===== src/rtl/tidl_pkg.sv =====
package tidl_pkg;
    typedef enum logic [2:0] {
        S_IDLE,
        S_XFER,
        S_EVAL,
        S_WAIT,
        S_DONE
    } state_t;

    localparam logic [7:0] CAUSE_BUS_SVC = 8'h10;
endpackage


===== src/rtl/tidl_len_calc.sv =====
// Burst length: programmed count clipped by the command cap or residual size.
module tidl_len_calc #(
    parameter int CNT_W   = 16,
    parameter int RES_W   = 24,
    parameter int CMD_CAP = 32
) (
    input  logic [CNT_W-1:0]        prog,
    input  logic signed [RES_W-1:0] resid,
    input  logic                    cmd,
    output logic [CNT_W-1:0]        len
);
    localparam int CW = (RES_W > CNT_W) ? RES_W : CNT_W;

    logic [RES_W-1:0] mag;
    logic [CW-1:0]    lim_w;
    logic [CW-1:0]    prog_w;

    always_comb begin
        mag    = resid[RES_W-1] ? RES_W'(-resid) : RES_W'(resid);
        lim_w  = cmd ? CW'(CMD_CAP) : CW'(mag);
        prog_w = CW'(prog);
        len    = (lim_w < prog_w) ? lim_w[CNT_W-1:0] : prog;
    end
endmodule


===== src/rtl/tidl_track.sv =====
// Bytes-left counter and residual tracker.
module tidl_track #(
    parameter int CNT_W = 16,
    parameter int RES_W = 24
) (
    input  logic                    clk,
    input  logic                    rst_n,
    input  logic                    load,
    input  logic                    take,
    input  logic [CNT_W-1:0]        len,
    input  logic signed [RES_W-1:0] resid_in,
    input  logic                    cmd,
    output logic [CNT_W-1:0]        left_q,
    output logic signed [RES_W-1:0] resid_q,
    output logic                    cmd_q
);
    always_ff @(posedge clk or negedge rst_n) begin
        if (!rst_n) begin
            left_q  <= '0;
            resid_q <= '0;
            cmd_q   <= 1'b0;
        end else if (load) begin
            left_q  <= len;
            resid_q <= resid_in;
            cmd_q   <= cmd;
        end else if (take) begin
            left_q <= left_q - CNT_W'(1);
            if (!cmd_q) begin
                if (resid_q[RES_W-1])
                    resid_q <= resid_q + RES_W'(1);
                else if (resid_q != '0)
                    resid_q <= resid_q - RES_W'(1);
            end
        end
    end
endmodule


===== src/rtl/ti_dma_len_ctrl.sv =====
module ti_dma_len_ctrl #(
    parameter int CNT_W   = 16,
    parameter int RES_W   = 24,
    parameter int CMD_CAP = 32
) (
    input  logic                    clk,
    input  logic                    rst_n,
    input  logic                    start,
    input  logic                    cmd_phase,
    input  logic [7:0]              cnt_lo,
    input  logic [7:0]              cnt_mid,
    input  logic signed [RES_W-1:0] resid_in,
    input  logic                    buf_partial,
    input  logic                    dev_done,
    input  logic                    mem_ack,
    output logic                    mem_req,
    output logic                    mem_dir,
    output logic                    busy,
    output logic [CNT_W-1:0]        burst_len,
    output logic [CNT_W-1:0]        bytes_left,
    output logic signed [RES_W-1:0] resid_out,
    output logic [CNT_W-1:0]        count_q,
    output logic                    stat_tc,
    output logic [7:0]              intr_cause,
    output logic                    irq,
    output logic                    clr_seq_flags
);
    import tidl_pkg::*;

    state_t                    state_q, state_d;
    logic [CNT_W-1:0]          prog;
    logic [CNT_W-1:0]          len;
    logic [CNT_W-1:0]          left_q;
    logic signed [RES_W-1:0]   resid_q;
    logic                      cmd_q;
    logic                      load, take;

    assign prog = CNT_W'({cnt_mid, cnt_lo});

    tidl_len_calc #(.CNT_W(CNT_W), .RES_W(RES_W), .CMD_CAP(CMD_CAP)) u_len (
        .prog  (prog),
        .resid (resid_in),
        .cmd   (cmd_phase),
        .len   (len)
    );

    tidl_track #(.CNT_W(CNT_W), .RES_W(RES_W)) u_track (
        .clk      (clk),
        .rst_n    (rst_n),
        .load     (load),
        .take     (take),
        .len      (len),
        .resid_in (resid_in),
        .cmd      (cmd_phase),
        .left_q   (left_q),
        .resid_q  (resid_q),
        .cmd_q    (cmd_q)
    );

    assign load = (state_q == S_IDLE) && start;
    assign take = mem_req && mem_ack;

    // State register
    always_ff @(posedge clk or negedge rst_n) begin
        if (!rst_n) state_q <= S_IDLE;
        else        state_q <= state_d;
    end

    // Next-state logic
    always_comb begin
        state_d = state_q;
        unique case (state_q)
            S_IDLE: if (start) state_d = S_XFER;
            S_XFER: if (left_q == '0) state_d = S_EVAL;
            S_EVAL: begin
                if (cmd_q || (resid_q > 0) || buf_partial) state_d = S_DONE;
                else                                      state_d = S_WAIT;
            end
            S_WAIT: if (dev_done) state_d = S_DONE;
            S_DONE: state_d = S_IDLE;
            default: state_d = S_IDLE;
        endcase
    end

    // Registered outputs
    always_ff @(posedge clk or negedge rst_n) begin
        if (!rst_n) begin
            burst_len  <= '0;
            count_q    <= '0;
            stat_tc    <= 1'b0;
            intr_cause <= '0;
            irq        <= 1'b0;
            mem_dir    <= 1'b0;
        end else if (load) begin
            burst_len  <= len;
            count_q    <= prog;
            stat_tc    <= 1'b0;
            intr_cause <= '0;
            irq        <= 1'b0;
            mem_dir    <= !cmd_phase && resid_in[RES_W-1];
        end else if (state_q == S_DONE) begin
            count_q    <= '0;
            stat_tc    <= 1'b1;
            intr_cause <= CAUSE_BUS_SVC;
            irq        <= 1'b1;
        end
    end

    assign mem_req       = (state_q == S_XFER) && (left_q != '0);
    assign busy          = (state_q != S_IDLE);
    assign clr_seq_flags = (state_q == S_DONE);
    assign bytes_left    = left_q;
    assign resid_out     = resid_q;
endmodule


===== config.mk =====
export PLATFORM = sky130hd
export DESIGN_NAME = ti_dma_len_ctrl
export DESIGN_NICKNAME = d
export VERILOG_FILES = /design/src/rtl/tidl_pkg.sv /design/src/rtl/tidl_len_calc.sv /design/src/rtl/tidl_track.sv /design/src/rtl/ti_dma_len_ctrl.sv
export SDC_FILE = /design/constraint.sdc
export NUM_CORES = 1
export LEC_CHECK = 0
export BUFFER_PORTS_ARGS = -buffer_cell sky130_fd_sc_hd__buf_4
export CAP_MARGIN = 20
export CORE_MARGIN = 2
export CORE_UTILIZATION = 37
export DETAILED_ROUTE_END_ITERATION = 12
export REMOVE_ABC_BUFFERS = 1
export SLEW_MARGIN = 20
export SYNTH_ARGS = -nofsm -noshare
export SYNTH_HDL_FRONTEND = slang
export SYNTH_SLANG_ARGS = --single-unit

===== constraint.sdc =====
create_clock -name clk -period 3.3 [get_ports clk]
set_input_delay 0.165 -clock clk [delete_from_list [all_inputs] [get_ports clk]]
set_output_delay 0.165 -clock clk [all_outputs]
set_load 0.01 [all_outputs]

# Word-level counts from Yosys, hierarchy flattened
# Index checks and enable logic that the tools add are counted.
# op_classes
n_addsub,4
magnitude_cmp,2
eq_ne,8
mux,21
n_reduce_logical,18
# op_table
operator,n
$mux W24,7
$mux W16,5
$add A24 B2 Y24 const B,1
$gt A24 B1 Y1 const B,1
$lt A24 B16 Y1,1
$neg A24 Y24,1
$reduce_bool A24 Y1,1
$sub A24 B2 Y24 const B,1
$logic_not A16 Y1,1
$mux W8,2
$reduce_bool A16 Y1,1
$sub A16 B1 Y16 const B,1
$mux W3,4
$pmux W3 S4,1
$ne A2 B2 Y1 const B,4
$eq A3 B2 Y1 const B,2
$reduce_and A3 Y1,2
$reduce_bool A3 Y1,2
$logic_and A1 B1 Y1,4
$reduce_bool A2 Y1,2
$eq A3 B1 Y1 const B,1
$eq A3 B3 Y1 const B,1
$logic_not A3 Y1,1
$logic_or A1 B1 Y1,2
other kinds (3),4
# word_totals
reg_bits,86
in_bits,47
out_inout_bits,86
word_cells,63

# Depth between registers and ports, before layout
# logic_depth
depth_word,6
depth_mapped,16
depth_no_buf,15

# Hierarchy
# A second synthesis with hierarchy kept.
# hier_totals
cells_unflattened,747
hier_area_um2,6247.2
# by_module_without_submodules
mod,instances,cells_each,area_per_inst_um2,seq_area_each_um2
tidl_track,1,388,3066.7,1026.0
ti_dma_len_ctrl,1,159,1730.4,925.9
tidl_len_calc,1,200,1450.1,0.0

# Worst setup path before layout
# OpenSTA, ideal clock, no wires.
# synth_timing
path_kind,input to register
from,input resid_in[2]
to,register burst_len[10]
setup_time_ns,0.126
t_arrival_ns,3.505
t_required_ns,3.174
setup_slack_ns,-0.331
cell_stages,14
n_path_buf,1
cell_sequence,or4_1 > or3_1 > o41ai_1 > xor2_1 > nor2_1 > ha_1 > a21oi_1 > o21ai_0 > a221oi_1 > o41a_1 > nand2_1 > o211a_4 > buf_6 > a221o_1
# synth_between
elab_chain_cells,5
# synth_rtl
item,line_no,rtl
from (decl),ti_dma_len_ctrl.sv:12,"input logic signed [RES_W-1:0] resid_in,"
$neg A24 Y24,tidl_len_calc.sv:19,mag = resid[RES_W-1] ? RES_W'(-resid) : RES_W'(resid);
$mux W24 *,tidl_len_calc.sv:19,
$mux W24 *,tidl_len_calc.sv:20,lim_w = cmd ? CW'(CMD_CAP) : CW'(mag);
$lt A24 B16 Y1,tidl_len_calc.sv:22,len = (lim_w < prog_w) ? lim_w[CNT_W-1:0] : prog;
$mux W16 *,tidl_len_calc.sv:22,
to (signal assigned),ti_dma_len_ctrl.sv:95,burst_len <= len;
to (decl),ti_dma_len_ctrl.sv:19,"output logic [CNT_W-1:0] burst_len,"
# Mark *: on every way between the ends. The rest lies on a longest branch, timed or not.
# A chain may end at the register's enable or synchronous reset.

# Worst setup path after layout
# layout_timing
from,input resid_in[2]
to,register burst_len[0]
# layout_between
elab_chain_cells,5
# layout_rtl
item,line_no
$neg A24 Y24,tidl_len_calc.sv:19
$mux W24 *,tidl_len_calc.sv:19
$mux W24 *,tidl_len_calc.sv:20
$lt A24 B16 Y1 *,tidl_len_calc.sv:22
$mux W16 *,tidl_len_calc.sv:22
# Marks and branches as above.

==> results.yml <==
setup_path:
  path_buf_inv: 2
  cp_common_cell: "buf_6"
  r2r_cells: 8
  cp.arrival_ns: 3.57
  crit_type: "input pin to flip-flop"
  cp_max_fo: 5
  r2r_slack_ns: 0.24
  startpoint_type: "input pin"
  cp_top_family: "simple AND/OR/NAND/NOR gates"
  cp-end-kind: "flip-flop"
  r2r_start: "u_track.left_q[0]"
  required_ns: 3.57
  critPathMaxStageDelay_ns: 0.54
  rr_endpoint: "u_track.left_q[10]"
  crit_chain: "buf_6, or4_4, or3_4, o41ai_4, xor2_1, nor2_1, ha_1, a21oi_1, o21ai_1, a221oi_2, o41a_1, nand2_2, buf_6, or4_1, o211ai_1"
  cpMaxStageDelayCell: "or4_4"
timing:
  grt_setup_unrepaired: "yes"
  slew_headroom_pct: 42.03
  hold_viol_final: 0
  slew_viol_final: 0
  hold_ws_ns: 0.05296
  tightest_slew_ns: 0.8629
  tns_ns: 0
  finClkSkew_ns: 0.009527
  max_freq_ghz: 0.3030
  post-route-period-util_pct: 100.0
  fin_crit_ns: 3.300
  setup_viol: 0
floorplan:
  die_h_um: 128.8
  die-area_um2: 16600
  ios: 133
  coreArea_um2: 15200
  initial_core_util_pct: 37.93
  fp-row-count: 45
  die_w_um: 128.8
cells_and_area:
  seqCellArea_um2: 1952
  drive_above_1_share_pct: 27.94
  fin_cells: 1047
  synthToLayoutAreaGrowth_pct: 32.83
  antenna-diode-count: 0
  multi_input_area_um2: 3576
  postLayoutCellArea_um2: 7660
  nNetsFinal: 920
  nFillCells: 1464
routing:
  drc: 0
  vias: 6046
  wirelength_mm: 19.25
  via_per_inst: 5.775
  drtPass1Iterations: 5
  ant_nets: 0
  drt_iter0_markers: 448
  routedWlPerCell_um: 18.39
global_routing:
  grt_pass1_wl_mm: 30.24
  antenna_found_initial: 0
  grt_pass1_vias: 5748
  track_usage_pct: 23.06
  grt_max_degree: 79
  overflow: 0
status:
  status: "finished, final reports clean"
yosys:
  synth_cells: 706
  syn_avg_cell_area_um2: 8.168
  seq_area_frac_synth_pct: 33.85
  synth_area_leaders: "dfrtp_1 34%, nor2_1 4.6%, xor2_1 4.3%"
  ys_ff_latch: 78
  synthesis.area_um2: 5767
  synthAdderAreaFrac_pct: 4.122
  synth.mux.area_fraction_pct: 0.8896
  synth_commonest_cells: "78 x dfrtp_1, 71 x nor2_1, 64 x nand2_1"
  synth_top_family_by_area: "simple AND/OR/NAND/NOR gates"
  yosysUniqueCellTypes: 71
  synth-compound-area-share_pct: 23.78
  ys.flop_type: "dfrtp_1"
  yosys.area.top_type: "dfrtp_1"
  synth_top_area_share_pct: 33.85
  yosys.area_share.simple_pct: 23.91
  synth_xor_area_share_pct: 6.531
  yosysMostFrequentCell: "dfrtp_1"
  asyncSetResetFlopFracSynth_pct: 100.0
  synth_edf_count: 0
  yosys_warnings: 0
pwr:
  cellPowerDensity_nw_per_um2: 798.5
  fin_total_pwr_mw: 6.116
  leakagePower_nw: 3.379
  irDropWorstVdd_uv: 372.3
placed_design:
  place_hpwl_mm: 14.15
  io_buffers: 125
  globalplace.congestion: 0.8907
  dp.cells: 1024
  place_area_um2: 7134
min_path:
  hold_path_end: "u_track.left_q[6]"
  min_path_cells: 2
  worstHoldStart: "cnt_lo[6]"
  hold_path.class: "input pin to flip-flop"
clocking:
  clkLatencyLatePin_ns: 0.35
  clkTransAtPathRegs_ns: 0.07
  cts_sinks: 78
  htreeDepth: 3
  root_buffer: "clkbuf_16"
  numCtsBuffers: 9
  cts_buffer_depth: 2
  cts_tree: "yes"
job:
  drv_cap: 0
-- cell families (layout without fill, tap and decap cells) --
logic type	count (synthesis)	after routing
and+or+nand+nor	275	275
AOI/OAI and AO/OA	194	195
buffers and inverters	91	237
DFF	78	78
xor gates and xnor gates	43	43
adders and majority gates	19	19
muxes	5	5
other	1	7
-- placed cells by master, fill, tap and decap left out, types with 12 or more instances in the layout --
master     n
o21ai_0   44
nor3_1    29
buf_4    182
a21oi_1   36
ha_1      18
inv_1     30
nor2_1    71
a31oi_1   20
a221o_1   12
nand2_1   62
xnor2_1   15
nor4_1    14
nand4_1   13
nand3_1   26
dfrtp_1   78
xor2_1    28
-- layout make-up --
cell class | count | share of cell area, %
flip-flops and latches | 78 | 25.48
repair buffers | 188 | 18.82
multi-input cells | 544 | 46.68
inverters | 33 | 1.650
well taps | 188 | 3.071
clock inverters | 7 | 1.356
clock buffers | 9 | 2.940
-- per-layer routing --
layer,vias to the layer above,routed length (µm),track usage [%]
met4,0,591,9.974
met1,2888,8538,30.54
li1,2887,-,-
met2,235,9077,37.32
met3,36,1043,3.825
met5,-,0,0
-- state kept, by name, indices dropped and copies added (netlist names) --
signal and count:
burst_len 16, count_q 16, mem_dir 1, u_track.left_q 16
intr_cause 1, state_q 3, u_track.resid_q 24, u_track.cmd_q 1
-- how the worst max path moves through the flow --
stage	startpoint	endpoint	slack, ns	depth (start not counted)
CTS	resid_in[2]	burst_len[0]	-0.001	15
finish	resid_in[2]	burst_len[0]	0.00004	15
global placement	resid_in[2]	u_track.left_q[10]	-0.51	15
global route	resid_in[2]	burst_len[0]	-0.14	15
floorplan	resid_in[2]	u_track.left_q[10]	-0.44	13
detailed placement	resid_in[1]	u_track.left_q[4]	-0.60	16
-- power breakdown --
part	total [mW]	switching, mW	internal (mW)
Combinational	3.00	1.57	1.43
Clock	1.12	0.447	0.674
Sequential	2.00	0.600	1.40
Total	6.12	2.61	3.50
-- timing repair --
| item | in CTS | in global routing |
|---|---|---|
| gates resized for setup | 23 | 7 |
| hold buffers | 0 | 1 |
| endpoints found under the hold margin | 0 | 78 |
| cloned | 1 | 0 |
| setup endpoints to repair | 32 | 32 |
| pin swaps | 8 | 4 |
| buffers inserted | 4 | 1 |
-- metrics by stage --
stage	util, %	setup WS, ns
6_report	50.39	0.00004396
3_5_place_dp	46.93	-0.6034
5_1_grt	50.39	-0.1412
4_1_cts	49.98	-0.001352
3_3_place_gp	46.93	-0.5110
2_1_floorplan	-	-0.4365
Power figures use the tool's default switching activity.
